==> src/rtl/lss_pkg.sv <==
package lss_pkg;
  localparam int N_CMP  = 2;
  localparam int CLR_W  = 3 + 2 * N_CMP;
  localparam int STAT_W = 6 + 2 * N_CMP;

  // write/read addresses
  localparam int A_CTRL = 0;
  localparam int A_CLR  = 1;
  localparam int A_STAT = 2;

  // control write bits
  localparam int C_EN    = 0;
  localparam int C_START = 1;
  localparam int C_FORCE = 2;   // + comparator index

  // clear write bits
  localparam int K_FAIL   = 0;
  localparam int K_STDONE = 1;
  localparam int K_STPASS = 2;
  localparam int K_FORCE  = 3;  // + 2*index (done), +1 (pass)

  // status bits
  localparam int S_LOCK   = 0;
  localparam int S_FAIL   = 1;
  localparam int S_DBG    = 2;
  localparam int S_ACTIVE = 3;
  localparam int S_STDONE = 4;
  localparam int S_STPASS = 5;
  localparam int S_FORCE  = 6;  // + 2*index (done), +1 (pass)

  typedef enum logic [1:0] {ST_IDLE, ST_STEP1, ST_STEP2} st_state_e;
endpackage

==> src/rtl/lss_selftest.sv <==
module lss_selftest
  import lss_pkg::*;
#(
  parameter int TIMEOUT = 4
) (
  input  logic clk,
  input  logic rst,
  input  logic start,
  input  logic mis_1,
  input  logic mis_2,
  input  logic clr_done,
  input  logic clr_pass,
  output logic active,
  output logic done,
  output logic pass,
  output logic inj_1,
  output logic inj_2
);
  localparam int TMR_W = (TIMEOUT > 1) ? $clog2(TIMEOUT) : 1;
  localparam logic [TMR_W-1:0] TMR_LAST = TMR_W'(TIMEOUT - 1);

  st_state_e        state, state_n;
  logic [TMR_W-1:0] tmr, tmr_n;
  logic             fin, ok;

  always_comb begin
    state_n = state;
    tmr_n   = tmr;
    fin     = 1'b0;
    ok      = 1'b0;
    case (state)
      ST_IDLE: begin
        if (start) begin
          state_n = ST_STEP1;
          tmr_n   = '0;
        end
      end
      ST_STEP1: begin
        if (mis_1) begin
          state_n = ST_STEP2;
          tmr_n   = '0;
        end else if (tmr == TMR_LAST) begin
          state_n = ST_IDLE;
          fin     = 1'b1;
        end else begin
          tmr_n = tmr + 1'b1;
        end
      end
      ST_STEP2: begin
        if (mis_2) begin
          state_n = ST_IDLE;
          fin     = 1'b1;
          ok      = 1'b1;
        end else if (tmr == TMR_LAST) begin
          state_n = ST_IDLE;
          fin     = 1'b1;
        end else begin
          tmr_n = tmr + 1'b1;
        end
      end
      default: state_n = ST_IDLE;
    endcase
  end

  always_ff @(posedge clk) begin
    if (rst) begin
      state <= ST_IDLE;
      tmr   <= '0;
      done  <= 1'b0;
      pass  <= 1'b0;
    end else begin
      state <= state_n;
      tmr   <= tmr_n;
      if (clr_done)  done <= 1'b0;
      else if (fin)  done <= 1'b1;
      if (clr_pass)      pass <= 1'b0;
      else if (fin & ok) pass <= 1'b1;
    end
  end

  assign active = (state != ST_IDLE);
  assign inj_1  = (state == ST_STEP1);
  assign inj_2  = (state == ST_STEP2);

  assert_active_ends_with_done_R2: assert property (@(posedge clk) disable iff (rst)
    $rose(done) |-> (!active && $past(active)));
  assert_step_order_R3: assert property (@(posedge clk) disable iff (rst)
    $rose(inj_2) |-> $past(inj_1));
  assert_pass_implies_done_R3: assert property (@(posedge clk) disable iff (rst)
    $rose(pass) |-> (done || $past(clr_done)));
endmodule

==> src/rtl/lss_force_unit.sv <==
module lss_force_unit (
  input  logic clk,
  input  logic rst,
  input  logic start,
  input  logic err_in,
  input  logic clr_done,
  input  logic clr_pass,
  output logic pulse,
  output logic done,
  output logic pass,
  output logic nmi
);
  always_ff @(posedge clk) begin
    if (rst) begin
      pulse <= 1'b0;
      done  <= 1'b0;
      pass  <= 1'b0;
      nmi   <= 1'b0;
    end else begin
      pulse <= start;
      nmi   <= pulse & err_in;
      if (clr_done)   done <= 1'b0;
      else if (pulse) done <= 1'b1;
      if (clr_pass)            pass <= 1'b0;
      else if (pulse & err_in) pass <= 1'b1;
    end
  end

  assert_single_cycle_force_R4: assert property (@(posedge clk) disable iff (rst)
    pulse |=> !pulse);
  assert_single_cycle_nmi_R4: assert property (@(posedge clk) disable iff (rst)
    nmi |=> !nmi);
endmodule

==> src/rtl/lss_cmp_monitor.sv <==
module lss_cmp_monitor
  import lss_pkg::*;
(
  input  logic             clk,
  input  logic             rst,
  input  logic             strap,
  input  logic             dbg_attach,
  input  logic             cmp_en,
  input  logic [N_CMP-1:0] mis,
  input  logic             testing,
  input  logic             clr_fail,
  output logic             lockstep,
  output logic             dbg,
  output logic             cmp_fail,
  output logic [N_CMP-1:0] err
);
  logic cmp_on;
  assign cmp_on = cmp_en & lockstep & ~dbg & ~testing;

  always_ff @(posedge clk) begin
    if (rst) begin
      lockstep <= 1'b1;
      dbg      <= 1'b0;
      cmp_fail <= 1'b0;
    end else begin
      lockstep <= strap;
      dbg      <= dbg | dbg_attach;
      if (clr_fail)                cmp_fail <= 1'b0;
      else if (cmp_on && (|mis))   cmp_fail <= 1'b1;
    end
  end

  for (genvar i = 0; i < N_CMP; i++) begin : g_err
    always_ff @(posedge clk) begin
      if (rst) err[i] <= 1'b0;
      else     err[i] <= cmp_on & mis[i];
    end
  end

  assert_no_fail_in_test_R7: assert property (@(posedge clk) disable iff (rst)
    $rose(cmp_fail) |-> $past(!testing));
  assert_fail_clear_wins_R8: assert property (@(posedge clk) disable iff (rst)
    clr_fail |=> !cmp_fail);
  assert_dbg_sticky_R9: assert property (@(posedge clk) disable iff (rst)
    dbg |=> dbg);
  assert_no_fail_with_dbg_R9: assert property (@(posedge clk) disable iff (rst)
    $rose(cmp_fail) |-> $past(!dbg));
endmodule

==> src/rtl/lockstep_supervisor.sv <==
module lockstep_supervisor
  import lss_pkg::*;
#(
  parameter int TIMEOUT = 4,
  parameter int ADDR_W  = 2
) (
  input  logic              clk,
  input  logic              rst,
  input  logic              wr_en,
  input  logic [ADDR_W-1:0] wr_addr,
  input  logic [CLR_W-1:0]  wr_data,
  input  logic [ADDR_W-1:0] rd_addr,
  output logic [STAT_W-1:0] rd_data,
  input  logic              lockstep_strap,
  input  logic              debug_attached,
  input  logic              mismatch_1,
  input  logic              mismatch_2,
  output logic              inject_1,
  output logic              inject_2,
  output logic [STAT_W-1:0] status_word,
  output logic              nmi_pulse,
  output logic              cmp_err_1,
  output logic              cmp_err_2
);
  logic wr_ctrl, wr_clr;
  logic cmp_en;
  logic st_active, st_done, st_pass, st_req, st_go;
  logic lockstep, dbg, cmp_fail, pending;
  logic [N_CMP-1:0] mis, mon_err, f_pulse, f_done, f_pass, f_nmi, f_go, err_out;

  assign wr_ctrl = wr_en && (wr_addr == ADDR_W'(A_CTRL));
  assign wr_clr  = wr_en && (wr_addr == ADDR_W'(A_CLR));
  assign mis     = {mismatch_2, mismatch_1};

  always_ff @(posedge clk) begin
    if (rst)          cmp_en <= 1'b0;
    else if (wr_ctrl) cmp_en <= wr_data[C_EN];
  end

  assign pending = cmp_fail | (st_done & ~st_pass) | (|(f_done & ~f_pass));
  assign st_req  = wr_ctrl & wr_data[C_START];
  assign st_go   = st_req & ~pending & cmp_en & ~st_done & ~st_pass & ~st_active;

  lss_selftest #(.TIMEOUT(TIMEOUT)) u_selftest (
    .clk      (clk),
    .rst      (rst),
    .start    (st_go),
    .mis_1    (mismatch_1),
    .mis_2    (mismatch_2),
    .clr_done (wr_clr & wr_data[K_STDONE]),
    .clr_pass (wr_clr & wr_data[K_STPASS]),
    .active   (st_active),
    .done     (st_done),
    .pass     (st_pass),
    .inj_1    (inject_1),
    .inj_2    (inject_2)
  );

  for (genvar i = 0; i < N_CMP; i++) begin : g_force
    assign f_go[i] = wr_ctrl & wr_data[C_FORCE+i] & ~pending & cmp_en & ~dbg
                     & ~f_done[i] & ~f_pass[i] & ~st_active & ~(|f_pulse);
    assign err_out[i] = f_pulse[i] | mon_err[i];

    lss_force_unit u_force (
      .clk      (clk),
      .rst      (rst),
      .start    (f_go[i]),
      .err_in   (err_out[i]),
      .clr_done (wr_clr & wr_data[K_FORCE+2*i]),
      .clr_pass (wr_clr & wr_data[K_FORCE+2*i+1]),
      .pulse    (f_pulse[i]),
      .done     (f_done[i]),
      .pass     (f_pass[i]),
      .nmi      (f_nmi[i])
    );

    assign status_word[S_FORCE+2*i]   = f_done[i];
    assign status_word[S_FORCE+2*i+1] = f_pass[i];
  end

  lss_cmp_monitor u_monitor (
    .clk        (clk),
    .rst        (rst),
    .strap      (lockstep_strap),
    .dbg_attach (debug_attached),
    .cmp_en     (cmp_en),
    .mis        (mis),
    .testing    (st_active | (|f_pulse)),
    .clr_fail   (wr_clr & wr_data[K_FAIL]),
    .lockstep   (lockstep),
    .dbg        (dbg),
    .cmp_fail   (cmp_fail),
    .err        (mon_err)
  );

  assign status_word[S_LOCK]   = lockstep;
  assign status_word[S_FAIL]   = cmp_fail;
  assign status_word[S_DBG]    = dbg;
  assign status_word[S_ACTIVE] = st_active;
  assign status_word[S_STDONE] = st_done;
  assign status_word[S_STPASS] = st_pass;

  assign nmi_pulse = |f_nmi;
  assign cmp_err_1 = err_out[0];
  assign cmp_err_2 = err_out[1];

  always_ff @(posedge clk) begin
    if (rst) rd_data <= '0;
    else if (rd_addr == ADDR_W'(A_CTRL)) rd_data <= STAT_W'(cmp_en);
    else if (rd_addr == ADDR_W'(A_STAT)) rd_data <= status_word;
    else rd_data <= '0;
  end

  assert_gated_start_R5: assert property (@(posedge clk) disable iff (rst)
    (st_req && pending && !st_active) |=> !st_active);
  assert_rerun_needs_clear_R6: assert property (@(posedge clk) disable iff (rst)
    (st_req && st_done && !st_active) |=> !st_active);
  assert_force_blocked_dbg_R5: assert property (@(posedge clk) disable iff (rst)
    (dbg && !(|f_pulse)) |=> !(|f_pulse));
endmodule

==> config.mk <==
export PLATFORM = sky130hd
export DESIGN_NAME = lockstep_supervisor
export DESIGN_NICKNAME = d
export VERILOG_FILES = /design/src/rtl/lss_pkg.sv /design/src/rtl/lss_selftest.sv /design/src/rtl/lss_force_unit.sv /design/src/rtl/lss_cmp_monitor.sv /design/src/rtl/lockstep_supervisor.sv
export SDC_FILE = /design/constraint.sdc
export NUM_CORES = 1
export LEC_CHECK = 0
export ABC_AREA = 1
export BUFFER_PORTS_ARGS = -buffer_cell sky130_fd_sc_hd__buf_2
export CORE_UTILIZATION = 40
export CTS_CLUSTER_DIAMETER = 100
export DETAILED_ROUTE_END_ITERATION = 8
export HOLD_SLACK_MARGIN = 0.12
export PLACE_DENSITY = 0.71
export SYNTH_ARGS = -nofsm -noshare
export SYNTH_HDL_FRONTEND = slang
export SYNTH_SLANG_ARGS = --single-unit
==> constraint.sdc <==
create_clock -name clk -period 1.16 [get_ports clk]
set_input_delay 0.116 -clock clk [delete_from_list [all_inputs] [get_ports clk]]
set_output_delay 0.116 -clock clk [all_outputs]
set_load 0.02 [all_outputs]
# Word-level counts from Yosys, hierarchy flattened
# Index checks and enable logic that the tools add are counted.
[word_totals] ff_bits=30 input_bits=18 output_inout_bits=25 wordCells=125
[op_classes] n_addsub=1 eq_ne=7 n_mux=18 bitwise=58 reduce_logical=21
[op_table] operator="$and A1 B1 Y1" n=38
[op_table] operator="$reduce_or A2 Y1" n=11
[op_table] operator="$mux W2" n=8
[op_table] operator="$not A1 Y1" n=12
[op_table] operator="$pmux W2 S3" n=2
[op_table] operator="$mux W1" n=7
[op_table] operator="$eq A2 B2 Y1 const B" n=3
[op_table] operator="$logic_not A2 Y1" n=3
[op_table] operator="$or A1 B1 Y1" n=6
[op_table] operator="$eq A2 B1 Y1 const B" n=2
[op_table] operator="$ne A2 B2 Y1 const B" n=2
[op_table] operator="$logic_and A1 B1 Y1" n=3
[op_table] operator="$reduce_and A3 Y1" n=1
[op_table] operator="$reduce_bool A3 Y1" n=1
[op_table] operator="$reduce_or A3 Y1" n=1
[op_table] operator="$add A2 B1 Y2 const B" n=1
[op_table] operator="$and A2 B2 Y2" n=1
[op_table] operator="$not A2 Y2" n=1
[op_table] operator="$pmux W1 S2" n=1
[op_table] operator="$reduce_bool A2 Y1" n=1

# Depth between registers and ports, before layout
[logic_depth] word_depth=12 depth_mapped=10 ltp_nobuf=10

# Modules after synthesis
# Synthesis repeated with hierarchy kept, for this count alone.
[unflattened] hier_cells=201 hier_area_um2=1406.3
[modules_own_cells] mod="lockstep_supervisor" instances=1 cells_each=87 area_each_um2=558.0 seq_area_each_um2=220.2
[modules_own_cells] mod="lss_selftest" instances=1 cells_each=60 area_each_um2=407.9 seq_area_each_um2=120.1
[modules_own_cells] mod="lss_force_unit" instances=2 cells_each=16 area_each_um2=127.6 seq_area_each_um2=80.1
[modules_own_cells] mod="lss_cmp_monitor" instances=1 cells_each=22 area_each_um2=185.2 seq_area_each_um2=100.1

# Least setup slack after synthesis
# No wires, ideal clock.
[synth_timing] path_kind="reg-to-reg" from="register u_selftest.state[0]" to="register u_selftest.tmr[0]" setup_ns=0.064 arrival_ns=1.294 required_time_ns=1.096 slack_ns=-0.197 path_stages_with_launch=9 n_path_buf=0 synth_period_minus_slack_ns=1.357 path_cell_list="dfxtp_1 inv_1 ha_1 inv_1 a21boi_0 nand2_1 nand4_1 nand2_1 nor2_1"
[synth_via] elab_cells_between_ends=11 classes_between="eq/ne: 4; mux: 1; bitwise: 2; reduce/logical: 4"
[synth_lines] item="start: declaration" line_no="lss_selftest.sv:22" source="st_state_e state, state_n;"
[synth_lines] item="start signal: assignment" line_no="lss_selftest.sv:72" source="state <= state_n;"
[synth_lines] item="$eq A2 B2 Y1 (*)"
[synth_lines] item="net inject_2" line_no="lockstep_supervisor.sv:19" source="output logic inject_2,"
[synth_lines] item="$ne A2 B2 Y1 (no source line) / $reduce_bool A3 Y1 (equally long branches)"
[synth_lines] item="$reduce_and A3 Y1 (no source line)"
[synth_lines] item="end signal: assignment" line_no="lss_selftest.sv:73" source="tmr <= tmr_n;"
[synth_lines] item="end: declaration" line_no="lss_selftest.sv:23" source="logic [TMR_W-1:0] tmr, tmr_n;"
# The timed path passes the listed nets; every way through them passes the cells marked *.
# A chain may end at the register's enable or synchronous reset.

# Final worst setup path
[layout_timing] from="register u_selftest.state[1]" to="output inject_2"
[layout_via] elab_chain_len=1
[layout_rtl] item="$eq A2 B2 Y1" line_no="lss_selftest.sv:83" source="assign inj_2 = (state == ST_STEP2);"
[layout_rtl] item="end: declaration" line_no="lockstep_supervisor.sv:19"
# No other way between the ends.

==> flow_results.org <==
** Critical path
- The largest single stage delay on the critical path is 0.37 ns.
- Among all stages on the critical path, the largest delay is contributed by sky130_fd_sc_hd__dfxtp_4.
- The worst setup path is launched from a flip-flop.
- Sort of element at the end of the critical path :: output port
- Along the worst path, the maximum fanout reaches 3.
- Critical path buffers and inverters :: 3
- Grouping stages by cell kind, the critical path spends the most delay in flip-flops.
- Cells on worst reg2reg path :: 9
- Critical path class :: flip-flop to output port
- Logic depth of the worst setup path including buffers :: 4
- Worst path arrival time :: 1.20 ns
- Critical path required time :: 1.04 ns
- Cell-by-cell trace of the critical path :: buf_6 > ha_4 > buf_6 > buf_6
- The cell that appears most often on the critical path is sky130_fd_sc_hd__buf_6.

** Global routing
- In the global route stage, overall resource usage came out at 19.7%.
- Global routing finished with a remaining overflow of 0.
- First-pass GRT wire length :: 5.13 mm
- Entering global routing, the biggest net connects 11 pins.
- For this run, global-route usage on met3 was measured as 6.06%.
- Met1 Track Usage GR :: 22.2%
- GR Layer Usage met2 :: 34.7%
- Antenna violations before repair :: 0
- Most Used Layer, Global Route :: met2
- The number of global-route vias before repair is 1241.

** Power
- Net switching is 28.2% of the power.
- In this run, flip-flops and latches consume 48.9% of the power.
- Across the VDD grid, the largest voltage drop is 0.539 mV.
- The analysis attributes to net switching a power of 0.622 mW.
- Internal power :: 1.58 mW
- Share of total power in combinational logic :: 20.5%
- In this run the power density over the cells is 1030 nW/µm².
- Clk network pwr share :: 30.6%
- The analysis attributes to cell leakage a power of 1.04 nW.

** Detailed routing
- Number of vias per cell :: 4.46
- The detail route stage leaves a number of antenna-violating nets equal to 0.
- The first detailed-routing pass took 5 iterations.
- The routed design has 3.35 mm of wire.
- Total via count in the routed design :: 1317
- After detailed routing, the average wire length per cell comes to 11.3 µm.
- The detailed router finished its first iteration with 30 violations.
- Remaining design rule violation count :: 0

** Timing
- Setup violations remaining at the end of the flow were counted as 13.
- Hold is met by 0.109 ns.
- Worst clock skew :: 0.00446 ns
- Least-Margin Pin Slew :: 0.311 ns
- Remaining max-slew budget at the tightest pin :: 79.2%
- Setup repair after global routing missed its margin :: true
- The smallest clock period supported by the final layout is computed as 1.31 ns.
- Share of the cycle needed by the critical path after routing :: 113%
- Worst Slack Setup Final :: -0.154 ns
- The number of max-slew violations in the final report is 0.
- Aggregate negative setup slack :: -0.977 ns
- Final Hold Viols :: 0
- Maximum clock rate :: 761 MHz

** Synth
- Synth Cell Area :: 1360 µm²
- The number of different library cells used by synthesis comes to 26.
- Mean instance size in the synthesized netlist :: 7.88 µm²
- After synthesis, the largest family of logic cells by area is simple AND/OR/NAND/NOR gates.
- Share of synthesized cell area in full adder, half adder and majority cells :: 3.69%
- When the netlist entered floorplanning its net count stood at 194.
- Synthesis inferred 30 register bits.
- After synthesis, flip-flops and latches occupy 44.3% of the total area.
- Number of cells produced by synthesis :: 172
- Summing the areas of all compound-gate instances in the mapped netlist gives 10.2% of the synthesized area.
- Synthesized-area fraction occupied by xor and xnor cells :: 0%
- Multiplexer share of the synthesized area :: 0%
- Simple-gate portion of the synthesized area :: 25.4%
- During synthesis, Yosys emitted a total of 0 warnings.

** Floorplan
- Core area :: 3130 µm²
- The floorplan step set the die height to 60.2 µm.
- Pin placement for this block handled 43 I/O pins.
- Measured along the x axis, the die boundary spans 60.2 µm.
- For this configuration, the core starts out at a cell density of 43.3%.
- The die covers 3620 µm².
- Core Rows :: 20

** Clock network
- TritonCTS built the clock tree.
- The clock reaches the later pin of the worst-skew pair after 0.33 ns.
- The H-tree was split into 2 levels.
- Bufs on Longest Clock Path :: 2
- After clock tree synthesis, the clock-pin slew on the worst setup and hold paths is 0.10 ns.
- Hold repair after CTS inserted 14 buffers.
- Clock tree synthesis selected as its root buffer the cell sky130_fd_sc_hd__clkbuf_4.
- Clock tree synthesis inserted a total of 5 buffers.
- CTS saw 30 sinks.

** Status
- The run finished, with violations left.
- The final reports fail on negative setup slack.

** Flow run
- Max-cap violations in this run came to 0.

** Layout
- Fraction of layout instances using a drive strength above 1 :: 45.0%
- At the end of the flow, the number of nets in the layout was 272.
- Number of antenna cells inserted :: 0
- Cell area after layout :: 2140 µm²
- After filler insertion, the fill cell instance count of the layout stands at 237.
- Area of the multi-input gates :: 632 µm²
- Register Area :: 614 µm²
- Area delta synth->final :: 57.9%

** Min path
- Counting instances, the worst hold path has a depth of 4.
- The path class of the tightest hold or removal check is input pin to flip-flop.

** Placed design
- Last weighted congestion value of the routability-driven placer :: 0.837
- Total placed instance area :: 1740 µm²
- Input and output buffers added on the ports amount to 42.
- Once detailed placement completed, the half-perimeter wirelength came to 2.23 mm.
[cells in the mapped netlist (all sizes together)]
library cell / number / area, µm²
a21oi: 7 / 35.0
buf: 12 / 87.6
o21a: 1 / 7.51
nand4: 4 / 25.0
nand3: 7 / 52.6
a21boi: 1 / 7.51
inv: 36 / 135
nand3b: 1 / 7.51
dfxtp: 30 / 601
nor4: 3 / 33.8
or2: 4 / 25.0
o21ai: 9 / 45.0
nand2: 25 / 106
o221ai: 4 / 35.0
nor2: 23 / 93.8
ha: 4 / 50.1
o21bai: 1 / 7.51
[final timing paths]
path                                    to           startpoint  slack (ns)
setup / recovery                  inject_2  u_selftest.state[1]       -0.15
hold / removal    g_force[1].u_force.pulse           wr_addr[1]        0.11
setup reg to reg         u_selftest.tmr[0]  u_selftest.state[1]       -0.12
hold reg to reg                 rd_data[4]      u_selftest.done        0.49
[layer usage]
metal	wire length, µm	vias to the layer above
li1	-	686
met1	1420	593
met2	1730	35
met3	160	3
met4	27	0
met5	0	-
[layout make-up]
type                       count  share of cell area [%]
clock buffer                   6                    2.40
clock inverter                 2                   0.585
inverter                      36                    6.78
multi-input combinational     94                    29.5
sequential                    30                    28.7
tap                           44                    2.57
timing repair buffer          83                    29.4
[cell usage in the layout, fill, tap and decap left out, types with 3 or more instances in the layout]
cell,synthesis,routed
sky130_fd_sc_hd__clkbuf_4,0,5
sky130_fd_sc_hd__dfxtp_2,0,5
sky130_fd_sc_hd__buf_2,1,36
sky130_fd_sc_hd__nand2_2,2,5
sky130_fd_sc_hd__buf_6,0,11
sky130_fd_sc_hd__nand4_1,4,4
sky130_fd_sc_hd__ha_4,0,3
sky130_fd_sc_hd__a21oi_1,7,7
sky130_fd_sc_hd__buf_4,11,20
sky130_fd_sc_hd__dlygate4sd3_1,0,14
sky130_fd_sc_hd__o21ai_0,8,6
sky130_fd_sc_hd__dfxtp_1,30,23
sky130_fd_sc_hd__inv_1,35,31
sky130_fd_sc_hd__nor2_1,20,19
sky130_fd_sc_hd__nand2_1,22,18
sky130_fd_sc_hd__nand3_1,5,5
sky130_fd_sc_hd__o21ai_1,1,3
sky130_fd_sc_hd__o221ai_1,4,4
sky130_fd_sc_hd__or2_4,0,3
sky130_fd_sc_hd__nor2_2,3,3
[worst register-to-register path: stages, from the launching register on]
cell and delay, ns:
sky130_fd_sc_hd__dfxtp_4 0.37, sky130_fd_sc_hd__inv_4 0.07, sky130_fd_sc_hd__buf_6 0.10, sky130_fd_sc_hd__ha_4 0.15, sky130_fd_sc_hd__nand2_2 0.06, sky130_fd_sc_hd__a21boi_2 0.17
sky130_fd_sc_hd__nand2_1 0.07, sky130_fd_sc_hd__nand4_1 0.08, sky130_fd_sc_hd__nand2_1 0.05, sky130_fd_sc_hd__nor2_1 0.10
[sequential cells by signal, summed over array words and instances, names as in the netlist]
| signal | flops |
|---|---|
| u_monitor.dbg | 1 |
| g_force.u_force.done | 2 |
| rd_data | 10 |
| u_selftest.done | 1 |
| u_monitor.cmp_fail | 1 |
| g_force.u_force.nmi | 2 |
| u_selftest.state | 2 |
| g_force.u_force.pulse | 2 |
| u_monitor.err | 2 |
| u_selftest.tmr | 2 |
| u_selftest.pass | 1 |
| g_force.u_force.pass | 2 |
| u_monitor.lockstep | 1 |
| cmp_en | 1 |
[cell families (layout without fill, tap and decap cells)]
kind of cell | count (synthesis) | after routing
AO/OA/AOI/OAI | 23 | 23
adder cells (fa/ha/maj) | 4 | 4
flip-flops | 30 | 30
buffers and inverters | 48 | 127
AND/OR/NAND/NOR | 67 | 67
[through the flow]
step | setup slack, ns | power [mW] | util (%) | instances
finish | -0.154 | 2.20 | 68.4 | 295
global route | -0.217 | 2.31 | 68.4 | 295
CTS | -0.160 | 2.17 | 65.8 | 294
floorplan | -0.0000842 | 1.31 | - | 172
detailed placement | -0.0468 | 1.43 | 55.6 | 266
global placement | -0.0271 | 1.42 | 55.6 | 266
[what timing repair did]
action,in CTS,in global routing
gates cloned,0,0
hold endpoints to repair,15,2
buffers inserted,6,1
setup endpoints to repair,12,22
pin swaps,9,16
resized for setup,26,21
[power by group through the flow]
stage               registers (mW)  logic [mW]  clock network (mW)
floorplan                     1.11       0.200                   0
global placement              1.10       0.323                   0
detailed placement            1.10       0.326                   0
CTS                           1.08       0.400               0.690
global route                  1.08       0.486               0.741
finish                        1.08       0.452               0.673
Note: power is estimated with default switching activity, not from simulation.
